$ cat src/rtl/hrp_pkg.sv
package hrp_pkg;
  localparam int DATA_W    = 8;
  localparam int NUM_CMD   = 7;
  localparam int PAL_DEPTH = 16;
  localparam int PAL_BASE  = 16;
  localparam int HVT_ADDR  = 5;
  localparam logic [7:0] Y_MASK = 8'hFC;
  localparam logic [7:0] C_MASK = 8'hF8;

  typedef struct packed {
    logic              wrAddr;
    logic              wrReg;
    logic              rdAddr;
    logic              rdReg;
    logic              csRelease;
    logic [DATA_W-1:0] data;
  } hrpStrobe_t;

  function automatic logic [DATA_W-1:0] cmdDefault(input int idx);
    case (idx)
      0:       return 8'h02;
      1:       return 8'h01;
      default: return 8'h00;
    endcase
  endfunction
endpackage

$ cat src/rtl/hrp_ctrl.sv
module hrp_ctrl
  import hrp_pkg::*;
#(
  parameter int SYNC_STAGES = 2,
  parameter int RST_HOLD    = 5,
  parameter int STRAP_CLKS  = 3
) (
  input  logic        clk,
  input  logic        rstPinN,
  input  logic        csN,
  input  logic        rdN,
  input  logic        wrN,
  input  logic        regSel,
  input  logic [7:0]  busIn,
  output hrpStrobe_t  strobe,
  output logic        coreReset,
  output logic        busOe,
  output logic        strapMode,
  output logic        strapSel,
  output logic        strapComposite,
  output logic        strapColorBar
);
  localparam int SW  = 4 + DATA_W;
  localparam int RCW = $clog2(RST_HOLD + 1);
  localparam int SCW = $clog2(STRAP_CLKS + 1);
  localparam logic [SW-1:0] IDLE = {3'b111, 1'b0, {DATA_W{1'b0}}};

  // reset stretcher: asynchronous assert, counted release
  logic [RCW-1:0] relCnt;
  always_ff @(posedge clk or negedge rstPinN) begin
    if (!rstPinN) begin
      coreReset <= 1'b1;
      relCnt    <= '0;
    end else if (coreReset) begin
      if (relCnt == RCW'(RST_HOLD - 1)) coreReset <= 1'b0;
      else                              relCnt    <= relCnt + 1'b1;
    end
  end

  // synchronizer chain over all host pins
  logic [SW-1:0] syncQ [SYNC_STAGES];
  for (genvar s = 0; s < SYNC_STAGES; s++) begin : g_sync
    always_ff @(posedge clk) begin
      if (coreReset) syncQ[s] <= IDLE;
      else if (s == 0) syncQ[s] <= {csN, rdN, wrN, regSel, busIn};
      else             syncQ[s] <= syncQ[s-1];
    end
  end

  logic       csS, rdS, wrS, selS;
  logic [7:0] dataS;
  assign {csS, rdS, wrS, selS, dataS} = syncQ[SYNC_STAGES-1];

  logic csP, rdP, wrP;
  always_ff @(posedge clk) begin
    if (coreReset) {csP, rdP, wrP} <= 3'b111;
    else           {csP, rdP, wrP} <= {csS, rdS, wrS};
  end

  // strap detection
  logic           allLow;
  logic [SCW-1:0] strapCnt;
  assign allLow = ~csS & ~rdS & ~wrS;
  always_ff @(posedge clk) begin
    if (coreReset || !allLow) begin
      strapCnt  <= '0;
      strapMode <= 1'b0;
    end else if (strapCnt == SCW'(STRAP_CLKS - 1)) begin
      strapMode <= 1'b1;
    end else begin
      strapCnt <= strapCnt + 1'b1;
    end
  end

  logic active, wrFall, rdFall;
  assign active = ~coreReset & ~strapMode & ~csS;
  assign wrFall = wrP & ~wrS;
  assign rdFall = rdP & ~rdS;

  always_comb begin
    strobe.wrAddr    = active & wrFall & ~selS;
    strobe.wrReg     = active & wrFall &  selS;
    strobe.rdAddr    = active & rdFall & ~selS;
    strobe.rdReg     = active & rdFall &  selS;
    strobe.csRelease = ~csP & csS;
    strobe.data      = dataS;
  end

  assign busOe          = ~coreReset & ~strapMode & ~csS & ~rdS;
  assign strapSel       = strapMode & selS;
  assign strapComposite = strapMode & dataS[7];
  assign strapColorBar  = strapMode & dataS[6];
endmodule

$ cat src/rtl/hrp_datapath.sv
module hrp_datapath
  import hrp_pkg::*;
(
  input  logic                      clk,
  input  logic                      coreReset,
  input  hrpStrobe_t                strobe,
  input  logic [3:0]                palIdx,
  output logic [7:0]                busOut,
  output logic [7:0]                curAddr,
  output logic [NUM_CMD*DATA_W-1:0] cmdFlat,
  output logic [23:0]               palColor,
  output logic signed [5:0]         hblankOffset
);
  localparam int CMD_AW = $clog2(NUM_CMD);
  localparam int PAL_AW = $clog2(PAL_DEPTH);

  logic [7:0]        addrReg;
  logic [1:0]        bytePos;
  logic [7:0]        cmdReg [NUM_CMD];
  logic [7:0]        palY   [PAL_DEPTH];
  logic [7:0]        palCr  [PAL_DEPTH];
  logic [7:0]        palCb  [PAL_DEPTH];
  logic              isCmd, isPal, swReset;
  logic [PAL_AW-1:0] palSlot;
  logic [7:0]        readByte;

  assign isCmd   = addrReg < 8'(NUM_CMD);
  assign isPal   = (addrReg >= 8'(PAL_BASE)) && (addrReg < 8'(PAL_BASE + PAL_DEPTH));
  assign palSlot = addrReg[PAL_AW-1:0];
  assign swReset = strobe.wrReg && (addrReg == 8'd0) && strobe.data[7];
  assign curAddr = addrReg;

  always_ff @(posedge clk) begin
    if (coreReset)          addrReg <= '0;
    else if (strobe.wrAddr) addrReg <= strobe.data;
  end

  always_ff @(posedge clk) begin
    if (coreReset || strobe.wrAddr || strobe.csRelease || swReset)
      bytePos <= '0;
    else if ((strobe.wrReg || strobe.rdReg) && isPal)
      bytePos <= (bytePos == 2'd2) ? 2'd0 : bytePos + 1'b1;
  end

  for (genvar g = 0; g < NUM_CMD; g++) begin : g_cmd
    always_ff @(posedge clk) begin
      if (coreReset || swReset)
        cmdReg[g] <= cmdDefault(g);
      else if (strobe.wrReg && addrReg == 8'(g))
        cmdReg[g] <= strobe.data;
    end
    assign cmdFlat[g*DATA_W +: DATA_W] = cmdReg[g];
  end

  always_ff @(posedge clk) begin
    if (!coreReset && strobe.wrReg && isPal) begin
      case (bytePos)
        2'd0:    palY[palSlot]  <= strobe.data & Y_MASK;
        2'd1:    palCr[palSlot] <= strobe.data & C_MASK;
        default: palCb[palSlot] <= strobe.data & C_MASK;
      endcase
    end
  end

  always_comb begin
    readByte = 8'h00;
    if (isCmd) readByte = cmdReg[addrReg[CMD_AW-1:0]];
    else if (isPal) begin
      case (bytePos)
        2'd0:    readByte = palY[palSlot];
        2'd1:    readByte = palCr[palSlot];
        default: readByte = palCb[palSlot];
      endcase
    end
  end

  always_ff @(posedge clk) begin
    if (coreReset)         busOut <= '0;
    else if (strobe.rdAddr) busOut <= addrReg;
    else if (strobe.rdReg)  busOut <= readByte;
  end

  assign palColor = {palY[palIdx], palCr[palIdx], palCb[palIdx]};

  logic [4:0]        hbField;
  logic signed [5:0] hbMag;
  assign hbField      = cmdReg[HVT_ADDR][4:0];
  assign hbMag        = $signed({2'b00, hbField[3:0]});
  assign hblankOffset = hbField[4] ? -hbMag : hbMag;
endmodule

$ cat src/rtl/host_reg_port.sv
module host_reg_port
  import hrp_pkg::*;
#(
  parameter int SYNC_STAGES = 2,
  parameter int RST_HOLD    = 5,
  parameter int STRAP_CLKS  = 3
) (
  input  logic        clk,
  input  logic        rstPinN,
  input  logic        csN,
  input  logic        rdN,
  input  logic        wrN,
  input  logic        regSel,
  input  logic [7:0]  busIn,
  output logic [7:0]  busOut,
  output logic        busOe,
  input  logic [3:0]  palIdx,
  output logic [23:0] palColor,
  output logic [55:0] cmdFlat,
  output logic [5:0]  hblankOffset,
  output logic        coreReset,
  output logic        strapMode,
  output logic        strapSel,
  output logic        strapComposite,
  output logic        strapColorBar
);
  hrpStrobe_t strobe;
  logic [7:0] curAddr;

  hrp_ctrl #(
    .SYNC_STAGES(SYNC_STAGES), .RST_HOLD(RST_HOLD), .STRAP_CLKS(STRAP_CLKS)
  ) i_ctrl (
    .clk(clk), .rstPinN(rstPinN), .csN(csN), .rdN(rdN), .wrN(wrN),
    .regSel(regSel), .busIn(busIn), .strobe(strobe), .coreReset(coreReset),
    .busOe(busOe), .strapMode(strapMode), .strapSel(strapSel),
    .strapComposite(strapComposite), .strapColorBar(strapColorBar)
  );

  hrp_datapath i_data (
    .clk(clk), .coreReset(coreReset), .strobe(strobe), .palIdx(palIdx),
    .busOut(busOut), .curAddr(curAddr), .cmdFlat(cmdFlat),
    .palColor(palColor), .hblankOffset(hblankOffset)
  );
endmodule

$ cat config.mk
export PLATFORM = sky130hd
export DESIGN_NAME = host_reg_port
export DESIGN_NICKNAME = d
export VERILOG_FILES = /design/src/rtl/hrp_pkg.sv /design/src/rtl/hrp_ctrl.sv /design/src/rtl/hrp_datapath.sv /design/src/rtl/host_reg_port.sv
export SDC_FILE = /design/constraint.sdc
export NUM_CORES = 1
export LEC_CHECK = 0
export ABC_AREA = 1
export CAP_MARGIN = 20
export CORE_MARGIN = 2
export CORE_UTILIZATION = 55
export CTS_CLUSTER_SIZE = 14
export DETAILED_ROUTE_END_ITERATION = 10
export GPL_ROUTABILITY_DRIVEN = 0
export HOLD_SLACK_MARGIN = 0.06
export MAX_ROUTING_LAYER = met4
export PLACE_DENSITY = 0.75
export REMOVE_ABC_BUFFERS = 1
export SLEW_MARGIN = 20
export SYNTH_ARGS = -nofsm -noshare
export SYNTH_HDL_FRONTEND = slang
export SYNTH_SLANG_ARGS = --single-unit
$ cat constraint.sdc
create_clock -name clk -period 2.7 [get_ports clk]
set_clock_uncertainty 0.15 [all_clocks]
set_input_delay 0.54 -clock clk [delete_from_list [all_inputs] [get_ports clk]]
set_output_delay 0.54 -clock clk [all_outputs]
set_load 0.02 [all_outputs]
==> out/metrics.yaml <==
worst_setup_path:
  r2r_slack_ps: 270
  path_cells: "buf_4, buf_12, a21oi_1, o21ai_0, nand2_1, o221ai_1, nand2_1, clkdlybuf4s15_1"
  path_class: "input port to output port"
  crit_path_max_incr_delay_ps: 300
  crit_fanout: 52
  arrival_ps: 1960
  cpMaxStageDelayCell: "clkdlybuf4s15_1"
  cp.required_ps: 2010
  worst_setup_path_start_kind: "input port"
  timing.critical_path.mode_cell: "nand2_1"
  end_kind: "output port"
clocking:
  clk_latency_ps: 530
  cts_buffers: 39
  clockBufferDepth: 3
  cts-root-buf: "clkbuf_16"
  clock-sinks: 368
  cts_max_level: 2
  clkTransAtPathRegs_ps: 60
  hold_buffers: 0
  cts_tree: "yes"
sta:
  hold_viol_final: 0
  drv_slew: 0
  finalSetupViolCount: 0
  tns_ps: 0
  worst_pin_slew_ps: 1080
  grt_setup_unrepaired: "false"
  period_share: 0.983
  fin_ws_ps: 46.9
  fmax_mhz: 377
  max-slew-margin-rel: 0.280
  fin_crit_ps: 2650
global_route:
  antenna_found_initial: 0
  grt_first_pass_wirelength_mm: 79.6
  overflow: 0
  grt_max_degree: 92
  grt_pass1_vias: 14300
  gr-usage-all-layers: 0.318
route:
  finalWirelength_mm: 52.1
  vias_per_cell: 6.08
  vias: 14900
  first_iter_violations: 2053
  detail-route-antenna-nets: 0
  route.detailed.drc: 0
  wire_per_inst_um: 21.3
  drt_pass1_iterations: 6
synthesis:
  synthFlopType: "edfxtp_1"
  syn_area_um2: 17700
  synth_edf_count: 312
  async_reset_ff_frac: 0.0109
  synth.distinct_cells: 42
  synthDominantCellAreaShare: 0.528
  yosysSeqAreaShare: 0.592
  ys_top_cells_by_area: "edfxtp_1 (53%), nand2_1 (6.9%), dfxtp_1 (5.9%)"
  avgSynthCellArea_um2: 9.42
  yosysTopAreaCell: "edfxtp_1"
  synth-seq-cells: 368
  netlist_instances: 1884
  yosysWarningCount: 0
layout:
  fin_util: 0.664
  num_antenna_cells: 0
  n_fill_cell: 2415
  multiInputGateArea_um2: 5830
  area_delta_synth_final_pct: 18.4
  drive_above_1_share: 0.105
  nNetsFinal: 2037
  final-seq-area_um2: 10500
floorplanning:
  ios: 118
  core-area_um2: 31600
  row_count: 65
  fp.dieW_um: 184
  dieArea_um2: 33700
  start_util: 0.561
  die_h_um: 184
power_and_ir_drop:
  combPwrFrac: 0.178
  power.clock.fraction: 0.380
  p_int_uw: 10300
  p_switching_uw: 4030
  seqPwrFrac: 0.443
  vdd_drop_max_mv: 0.370
  power.static_leakage_uw: 0.00837
  swShare: 0.282
  cellPowerDensity_nw_per_um2: 681
place:
  io_buffers: 109
  dpl_worst_slack_ps: -389
  dp_hpwl_mm: 34.2
status:
  status: "complete, no violations"
hold_path:
  worstHoldPathType: "input port to asynchronous set/reset pin"
flow_run:
  cap_violations: 0
## registers in the layout (all words and copies together) (netlist names), named ones only
| name | count |
|---|---|
| i_data.palY | 96 |
| i_data.palCb | 80 |
| i_data.palCr | 80 |
| i_data.cmdReg | 56 |
| i_ctrl.syncQ | 24 |
| i_data.busOut | 8 |
| i_data.curAddr | 8 |
| i_ctrl.relCnt | 3 |
| i_ctrl.strapCnt | 2 |
| i_data.bytePos | 2 |
| i_ctrl.coreReset | 1 |
| i_ctrl.csP | 1 |
| i_ctrl.rdP | 1 |
| i_ctrl.strapMode | 1 |
| i_ctrl.wrP | 1 |
## placed cells by master, fill, tap and decap left out, types with 4 or more instances in the layout
cell type          n
buf_4             83
dlygate4sd2_1     14
clkbuf_2           4
inv_1            201
buf_12            18
clkinv_2           6
nand2_1          328
ha_1               4
a22oi_1            5
or2_2             12
o22ai_1            6
clkbuf_16         42
clkdlybuf4s50_1   85
a21oi_1          142
conb_1             9
nor2_1           185
edfxtp_1         312
nand3_1          186
mux2i_1           13
o21ai_1           10
bufinv_16          4
o21ai_0          140
clkinv_1           9
nor2_2            12
o211ai_1          92
dfxtp_2            6
clkbuf_1           4
dfxtp_1           45
o221ai_1          15
## per-layer routing
| metal | track usage | vias to the layer above | routed length, um |
|---|---|---|---|
| li1 | - | 6721 | - |
| met1 | 0.425 | 6982 | 20300 |
| met2 | 0.485 | 1016 | 23600 |
| met3 | 0.0616 | 144 | 6210 |
| met4 | 0.119 | 0 | 1980 |
| met5 | - | - | 0 |
## critical path, delay by kind of cell
kind	cells	cell delay [ps]
buf+inv	3	670
compound gates	3	470
simple gates	2	230
## cells in the mapped netlist (5+ instances only)
master    number
nand2_1      328
edfxtp_1     312
inv_1        201
nand3_1      186
nor2_1       185
o21ai_0      147
a21oi_1      142
o211ai_1      92
clkbuf_1      52
dfxtp_1       52
buf_2         47
buf_4         16
o221ai_1      15
mux2i_1       13
nor2_2        12
or2_2         12
buf_1          8
buf_6          7
o22ai_1        6
a22oi_1        5
## path summary, 6_finish.rpt
check,from,end,depth (start not counted)
max in group asynchronous,rstPinN,i_ctrl.coreReset$_DFF_PN1_,1
worst min register to register,i_ctrl.syncQ[0][7]$_SDFF_PP0_,i_ctrl.syncQ[1][7]$_SDFF_PP0_,2
worst max register to register,i_ctrl.coreReset$_DFF_PN1_,i_data.palCr[5][3]$_DFFE_PP_,5
worst min-delay path,rstPinN,i_ctrl.relCnt[2]$_DFFE_PN0P_,1
min in group clk,i_ctrl.syncQ[0][7]$_SDFF_PP0_,i_ctrl.syncQ[1][7]$_SDFF_PP0_,2
worst max-delay path,palIdx[1],palColor[20],8
## stage by stage
stage	cell area, um^2	cells	total power, uW	hold WS, ps
2_1_floorplan	17100	1762	7890	94.4
3_3_place_gp	19700	2374	8860	234
3_5_place_dp	19700	2374	8910	238
4_1_cts	21000	2443	14300	61.0
5_1_grt	21000	2445	14700	84.4
6_report	21000	2445	14300	72.2
## cell type report
class                   instances  area share
clock buffers                  48      0.0517
well taps                     402      0.0240
multi-input cells            1187       0.278
repair buffers                212      0.0988
inverters                     207      0.0370
flip-flops and latches        368       0.501
clock inverters                21     0.00995
## cells by family after synthesis
logic type	share of synthesized area
DFF	0.592
muxes	0.00733
AOI/OAI and AO/OA	0.136
adders and majority gates	0.00282
xor gates and xnor gates	0.00198
buffers and inverters	0.0810
other	0.000211
and+or+nand+nor	0.178
## what timing repair did
item	CTS	global route
resized for setup	27	18
endpoints found under the setup margin	21	14
setup buffers	0	2
## power groups by stage
| stage | clock network [uW] | registers, uW | logic, uW |
|---|---|---|---|
| after CTS | 5460 | 6330 | 2460 |
| final | 5430 | 6340 | 2540 |
| after global placement | 0 | 6450 | 2410 |
| after floorplan | 0 | 6670 | 1220 |
| after global routing | 5670 | 6350 | 2720 |
| after detailed placement | 0 | 6450 | 2460 |
Power figures use the tool's default switching activity.
